===== config.mk =====
export PLATFORM = sky130hd
export DESIGN_NAME = tmr_bank
export DESIGN_NICKNAME = d
export VERILOG_FILES = /design/src/rtl/tmr_pkg.sv /design/src/rtl/tmr_down_cnt.sv /design/src/rtl/tmr_free_cnt.sv /design/src/rtl/tmr_bank.sv
export SDC_FILE = /design/constraint.sdc
export NUM_CORES = 1
export LEC_CHECK = 0
export BUFFER_PORTS_ARGS = -buffer_cell sky130_fd_sc_hd__buf_2
export CAP_MARGIN = 30
export CORE_ASPECT_RATIO = 2
export CORE_MARGIN = 2
export CORE_UTILIZATION = 61
export DETAILED_ROUTE_END_ITERATION = 8
export PLACE_DENSITY = 0.86
export SYNTH_ARGS = -nofsm -noshare
export SYNTH_HDL_FRONTEND = slang
export SYNTH_SLANG_ARGS = --single-unit

===== constraint.sdc =====
create_clock -name clk -period 3.2 [get_ports clk]
set_input_delay 0.64 -clock clk [delete_from_list [all_inputs] [get_ports clk]]
set_output_delay 0.64 -clock clk [all_outputs]
set_load 0.02 [all_outputs]

===== src/rtl/tmr_pkg.sv =====
package tmr_pkg;

    localparam int ADDR_W       = 8;
    localparam int DATA_W       = 32;
    localparam int NUM_DOWN     = 3;

    // control register bit positions (software decodes these)
    localparam int CTL_EN_BIT   = 7;
    localparam int CTL_PER_BIT  = 6;
    localparam int CTL_SEL_BIT  = 3;

    // register word index inside a down-counter block
    localparam logic [1:0] SUB_LOAD  = 2'd0;
    localparam logic [1:0] SUB_VALUE = 2'd1;
    localparam logic [1:0] SUB_CTRL  = 2'd2;
    localparam logic [1:0] SUB_CLEAR = 2'd3;

    localparam logic [ADDR_W-1:0] FREE_LO_ADDR = 8'h60;
    localparam logic [ADDR_W-1:0] FREE_HI_ADDR = 8'h64;
    localparam int                FREE_EN_BIT  = 8;

    typedef struct packed {
        logic en;
        logic periodic;
        logic sel_fast;
    } ctrl_t;

    function automatic logic [ADDR_W-1:0] down_base(input int idx);
        case (idx)
            0:       return 8'h00;
            1:       return 8'h20;
            default: return 8'h80;
        endcase
    endfunction

endpackage


===== src/rtl/tmr_down_cnt.sv =====
module tmr_down_cnt
    import tmr_pkg::*;
#(
    parameter int W = 16
) (
    input  logic         clk,
    input  logic         rst_n,
    input  logic         tick_slow,
    input  logic         tick_fast,
    input  logic         ld_wr,
    input  logic [W-1:0] ld_data,
    input  logic         ctl_wr,
    input  ctrl_t        ctl_data,
    input  logic         clr_wr,
    output logic [W-1:0] cnt_o,
    output logic [W-1:0] load_o,
    output ctrl_t        ctl_o,
    output logic         irq_o
);

    typedef struct packed {
        logic [W-1:0] cnt;
        logic [W-1:0] load;
        ctrl_t        ctl;
        logic         irq;
    } state_t;

    state_t state_d, state_q;
    logic   step;

    always_comb begin
        state_d = state_q;
        step    = state_q.ctl.sel_fast ? tick_fast : tick_slow;

        if (ctl_wr) begin
            state_d.ctl = ctl_data;
        end
        if (clr_wr) begin
            state_d.irq = 1'b0;
        end

        if (ld_wr) begin
            state_d.load = ld_data;
            state_d.cnt  = ld_data;
        end else if (state_q.ctl.en && step) begin
            if (state_q.cnt == '0) begin
                state_d.cnt = state_q.ctl.periodic ? state_q.load : '1;
                state_d.irq = 1'b1;
            end else begin
                state_d.cnt = state_q.cnt - 1'b1;
            end
        end
    end

    always_ff @(posedge clk or negedge rst_n) begin
        if (!rst_n) begin
            state_q <= '0;
        end else begin
            state_q <= state_d;
        end
    end

    assign cnt_o  = state_q.cnt;
    assign load_o = state_q.load;
    assign ctl_o  = state_q.ctl;
    assign irq_o  = state_q.irq;

endmodule


===== src/rtl/tmr_free_cnt.sv =====
module tmr_free_cnt #(
    parameter int W = 40
) (
    input  logic          clk,
    input  logic          rst_n,
    input  logic          tick,
    input  logic          en_wr,
    input  logic          en_val,
    input  logic          lo_rd,
    output logic [W-1:0]  cnt_o,
    output logic          en_o,
    output logic [W-33:0] hi_snap_o
);

    localparam int HI_W = W - 32;

    typedef struct packed {
        logic [W-1:0]    cnt;
        logic            en;
        logic [HI_W-1:0] hi_snap;
    } state_t;

    state_t state_d, state_q;

    always_comb begin
        state_d = state_q;
        if (en_wr) begin
            state_d.en = en_val;
        end
        if (state_q.en && tick) begin
            state_d.cnt = state_q.cnt + 1'b1;
        end
        if (lo_rd) begin
            state_d.hi_snap = state_q.cnt[W-1:32];
        end
    end

    always_ff @(posedge clk or negedge rst_n) begin
        if (!rst_n) begin
            state_q <= '0;
        end else begin
            state_q <= state_d;
        end
    end

    assign cnt_o     = state_q.cnt;
    assign en_o      = state_q.en;
    assign hi_snap_o = state_q.hi_snap;

endmodule


===== src/rtl/tmr_bank.sv =====
module tmr_bank
    import tmr_pkg::*;
#(
    parameter int SHORT_W = 16,
    parameter int LONG_W  = 32,
    parameter int FREE_W  = 40
) (
    input  logic              clk,
    input  logic              rst_n,
    input  logic              tick_slow,
    input  logic              tick_fast,
    input  logic [ADDR_W-1:0] bus_addr,
    input  logic              bus_wr,
    input  logic              bus_rd,
    input  logic [DATA_W-1:0] bus_wdata,
    output logic [DATA_W-1:0] bus_rdata,
    output logic [NUM_DOWN-1:0] irq
);

    localparam int HI_W = FREE_W - 32;

    logic [1:0]        sub;
    logic [NUM_DOWN-1:0] hit;
    logic [DATA_W-1:0] load_ext [NUM_DOWN];
    logic [DATA_W-1:0] cnt_ext  [NUM_DOWN];
    logic [DATA_W-1:0] ctl_ext  [NUM_DOWN];
    ctrl_t             ctl_wdata;

    logic [FREE_W-1:0] free_cnt;
    logic              free_en;
    logic [HI_W-1:0]   free_hi_snap;
    logic              lo_hit, hi_hit;

    assign sub       = bus_addr[3:2];
    assign ctl_wdata = '{en:       bus_wdata[CTL_EN_BIT],
                         periodic: bus_wdata[CTL_PER_BIT],
                         sel_fast: bus_wdata[CTL_SEL_BIT]};

    for (genvar i = 0; i < NUM_DOWN; i++) begin : g_down
        localparam int                W    = (i == NUM_DOWN - 1) ? LONG_W : SHORT_W;
        localparam logic [ADDR_W-1:0] BASE = down_base(i);

        logic [W-1:0] cnt_w, load_w;
        ctrl_t        ctl_w;

        assign hit[i] = (bus_addr[7:4] == BASE[7:4]) && (bus_addr[1:0] == 2'b00);

        tmr_down_cnt #(.W(W)) u_cnt (
            .clk       (clk),
            .rst_n     (rst_n),
            .tick_slow (tick_slow),
            .tick_fast (tick_fast),
            .ld_wr     (bus_wr && hit[i] && (sub == SUB_LOAD)),
            .ld_data   (bus_wdata[W-1:0]),
            .ctl_wr    (bus_wr && hit[i] && (sub == SUB_CTRL)),
            .ctl_data  (ctl_wdata),
            .clr_wr    (bus_wr && hit[i] && (sub == SUB_CLEAR)),
            .cnt_o     (cnt_w),
            .load_o    (load_w),
            .ctl_o     (ctl_w),
            .irq_o     (irq[i])
        );

        assign cnt_ext[i]  = DATA_W'(cnt_w);
        assign load_ext[i] = DATA_W'(load_w);

        always_comb begin
            ctl_ext[i]              = '0;
            ctl_ext[i][CTL_EN_BIT]  = ctl_w.en;
            ctl_ext[i][CTL_PER_BIT] = ctl_w.periodic;
            ctl_ext[i][CTL_SEL_BIT] = ctl_w.sel_fast;
        end
    end

    assign lo_hit = (bus_addr == FREE_LO_ADDR);
    assign hi_hit = (bus_addr == FREE_HI_ADDR);

    tmr_free_cnt #(.W(FREE_W)) u_free (
        .clk       (clk),
        .rst_n     (rst_n),
        .tick      (tick_fast),
        .en_wr     (bus_wr && hi_hit),
        .en_val    (bus_wdata[FREE_EN_BIT]),
        .lo_rd     (bus_rd && lo_hit),
        .cnt_o     (free_cnt),
        .en_o      (free_en),
        .hi_snap_o (free_hi_snap)
    );

    always_comb begin
        bus_rdata = '0;
        for (int i = 0; i < NUM_DOWN; i++) begin
            if (hit[i]) begin
                case (sub)
                    SUB_LOAD:  bus_rdata = load_ext[i];
                    SUB_VALUE: bus_rdata = cnt_ext[i];
                    SUB_CTRL:  bus_rdata = ctl_ext[i];
                    default:   bus_rdata = '0;
                endcase
            end
        end
        if (lo_hit) begin
            bus_rdata = free_cnt[31:0];
        end
        if (hi_hit) begin
            bus_rdata[HI_W-1:0]  = free_hi_snap;
            bus_rdata[FREE_EN_BIT] = free_en;
        end
    end

endmodule


==> impl_metrics.ini <==
[die]
die_x_microns = 101
core.rowCount = 71
num_io_pins = 81
die_area_sq_um = 20000
core_sq_um = 18700
die-height_microns = 198
start_util = 0.615

[layout]
n_fill_cell = 1506
layout-drive-gt1-share = 0.165
fin_cells = 1616
fin_util = 0.697
fin_nets = 1439
area.growth.synth_to_final_pct = 13.3
final_cell_area_sq_um = 13000
insertedDiodeCount = 0

[routing]
drcViolationCount = 0
route.vias.total = 11400
drt_iter0_markers = 986
drtAntennaViolNets = 0
drt_wl_total_mm = 42.4
wl_per_cell_microns = 26.2
drt-vias-per-instance = 7.04
dr.pass1.iters = 6

[critical_path]
worstPathCellList = buf_2 -> nor4_1 -> buf_4 -> nand2_1 -> nor2_1 -> a311oi_1 -> buf_4 -> o32ai_2 -> buf_2
critPathBufInv = 4
crit_path_max_incr_delay_ps = 330
start_kind = input port
worst_path_max_delay_cell = nor2_1
cp_max_fo = 12
end_kind = output pin
path_delay_family = buffers and inverters
critPathRequiredTime_ps = 2560
arrival_ps = 2500
path_class = input port to output pin

[sta]
rsz0062_at_grt = no
finalMaxSlewViolations = 0
hold_viol_final = 0
worst_slew_pin_slew_ps = 681
fmaxAchievable_mhz = 319
fin_crit_sh = 0.980
clock-skew-final_ps = 8.55
slew_headroom = 0.543
fin_crit_ps = 3140
whs_ps = 181
setup_tns_ps = 0
setup_viol = 0

[clock_tree]
hold_buffers = 0
clk_pin_slew_worst_paths_ps = 80
clk_latency_ps = 450
cts_sinks = 189
root_buffer = clkbuf_16
clockBufferDepth = 2
cts-buffers-inserted = 17
htreeDepth = 4
cts_tree = yes

[global_routing]
grt_pass1_vias = 11200
overflow = 0
antenna_found_initial = 1
grt_max_degree = 74
track_usage = 0.438
grt_pass1_wl_mm = 64.9

[synthesis]
async_reset_ff_frac = 1.00
ys_seq_elements = 189
synth-edff-count = 0
synth_area_sq_um = 11500
avgSynthCellArea_sq_um = 8.70
syn_inst = 1319
yosysSeqAreaShare = 0.412
synth_nets = 1372
ys_types = 74
synth_ff_type = dfrtp_1
yosysWarnings = 0

[worst_hold_path]
holdCritPathClass = input port to async pin

[placement]
place_congestion = 1.09
place_inst = 1586
placed_cell_area_sq_um = 12400
port_buffers = 80
hpwl_mm = 30.4

[status]
run_status = completed

[power_and_ir_drop]
power_density_nw_per_um2 = 742
p_leak_nw = 5.82
irDropWorstVdd_mv = 0.523

[flow_run]
max_cap_violations = 0
## worst reg2reg max path, stage by stage, from the launching register on
cell and delay (ps):
dfrtp_1 450, or4_1 710, or4_4 680, or3_1 430, buf_4 230, nor3b_1 200
o311ai_0 150
## sequential cells by signal, indices dropped and copies added, names as in the netlist
name,cells
g_down.u_cnt.cnt_o,64
g_down.u_cnt.ctl_o,9
g_down.u_cnt.irq_o,3
g_down.u_cnt.load_o,64
u_free.cnt_o,40
u_free.en_o,1
u_free.hi_snap_o,8
## power breakdown
part | internal, mW | leakage [nW] | switching, mW | total (mW)
Clock | 1.36 | 0.304 | 1.01 | 2.37
Combinational | 1.46 | 2.96 | 2.33 | 3.79
Sequential | 2.76 | 2.56 | 0.738 | 3.50
Total | 5.58 | 5.82 | 4.07 | 9.65
## metal layers
metal | GRT usage | part of all wire | wire length [microns]
met5 | 0 | 0.00031 | 13
met3 | 0.113 | 0.081 | 3440
met1 | 0.446 | 0.32 | 13500
met2 | 0.714 | 0.49 | 20700
met4 | 0.403 | 0.11 | 4720
## layout by cell type, fill, tap and decap left out, types with 32 or more instances in the layout
| cell type | Yosys | layout |
|---|---|---|
| nand2_1 | 272 | 272 |
| dfrtp_1 | 189 | 189 |
| buf_2 | 5 | 78 |
| nor2_1 | 66 | 65 |
| a21oi_1 | 64 | 64 |
| buf_4 | 3 | 58 |
| xnor2_1 | 45 | 45 |
| nor3_1 | 44 | 44 |
| nand3_1 | 44 | 44 |
| o21ai_0 | 34 | 34 |
| nor4_1 | 32 | 32 |
| mux2_2 | 32 | 32 |
## logic make-up after synthesis
logic type                 after synthesis  synth area share
and+or+nand+nor                        588             0.249
adders and majority gates                7           0.00763
DFF                                    189             0.412
muxes                                   62            0.0575
xor gates and xnor gates                61            0.0465
AOI/OAI and AO/OA                      297             0.185
buffers and inverters                  115            0.0427
## layout make-up
cell class	instances	area (sq um)	area share
Clock buffer	19	453	0.0348
Tap cell	219	274	0.0211
Sequential cell	189	4730	0.364
Timing Repair Buffer	144	975	0.0749
Inverter	19	71.3	0.00548
Multi-Input combinational cell	1015	6320	0.486
Clock inverter	11	181	0.0140
## final timing paths
kind | cells past startpoint | end | slack, ps | startpoint
max in group asynchronous | 2 | u_free.cnt_o[2] | 2230 | rst_n
worst min-delay path | 1 | g_down[2].u_cnt.load_o[28] | 180 | rst_n
worst min register to register | 1 | u_free.cnt_o[39] | 480 | u_free.cnt_o[39]
worst max-delay path | 9 | bus_rdata[4] | 60 | bus_addr[6]
min in group clk | 3 | g_down[2].u_cnt.load_o[19] | 400 | bus_wdata[19]
worst max register to register | 6 | g_down[2].u_cnt.cnt_o[8] | 200 | g_down[2].u_cnt.cnt_o[14]
## synth_stat cells (all sizes together), types with 15 or more instances
library cell / number / area, sq um
nand2: 272 / 1020
dfrtp: 189 / 4730
clkbuf: 75 / 282
nor2: 66 / 248
a21oi: 64 / 320
nor3: 45 / 236
xnor2: 45 / 394
nand3: 44 / 220
nor4: 34 / 225
o21ai: 34 / 170
mux2: 32 / 360
mux2i: 30 / 300
nor3b: 27 / 203
a22oi: 26 / 195
o31ai: 25 / 193
buf: 21 / 138
a221oi: 19 / 166
or4: 19 / 150
inv: 18 / 67.6
nand4: 17 / 106
xor2: 16 / 140
and3: 15 / 98.8
## per-stage QoR
stage | worst slack (ps) | total power, mW
2_1_floorplan | 5.64 | 5.88
3_3_place_gp | 117 | 7.03
3_5_place_dp | 106 | 7.11
4_1_cts | 102 | 9.47
5_1_grt | 4.44 | 10.1
6_report | 64.0 | 9.65
## what timing repair did
item,in CTS,in global routing
hold endpoints to repair,0,0
endpoints found under the setup margin,0,3
setup buffers,0,0
gates resized for setup,0,3
No activity file was read; power rests on OpenSTA's default activity.
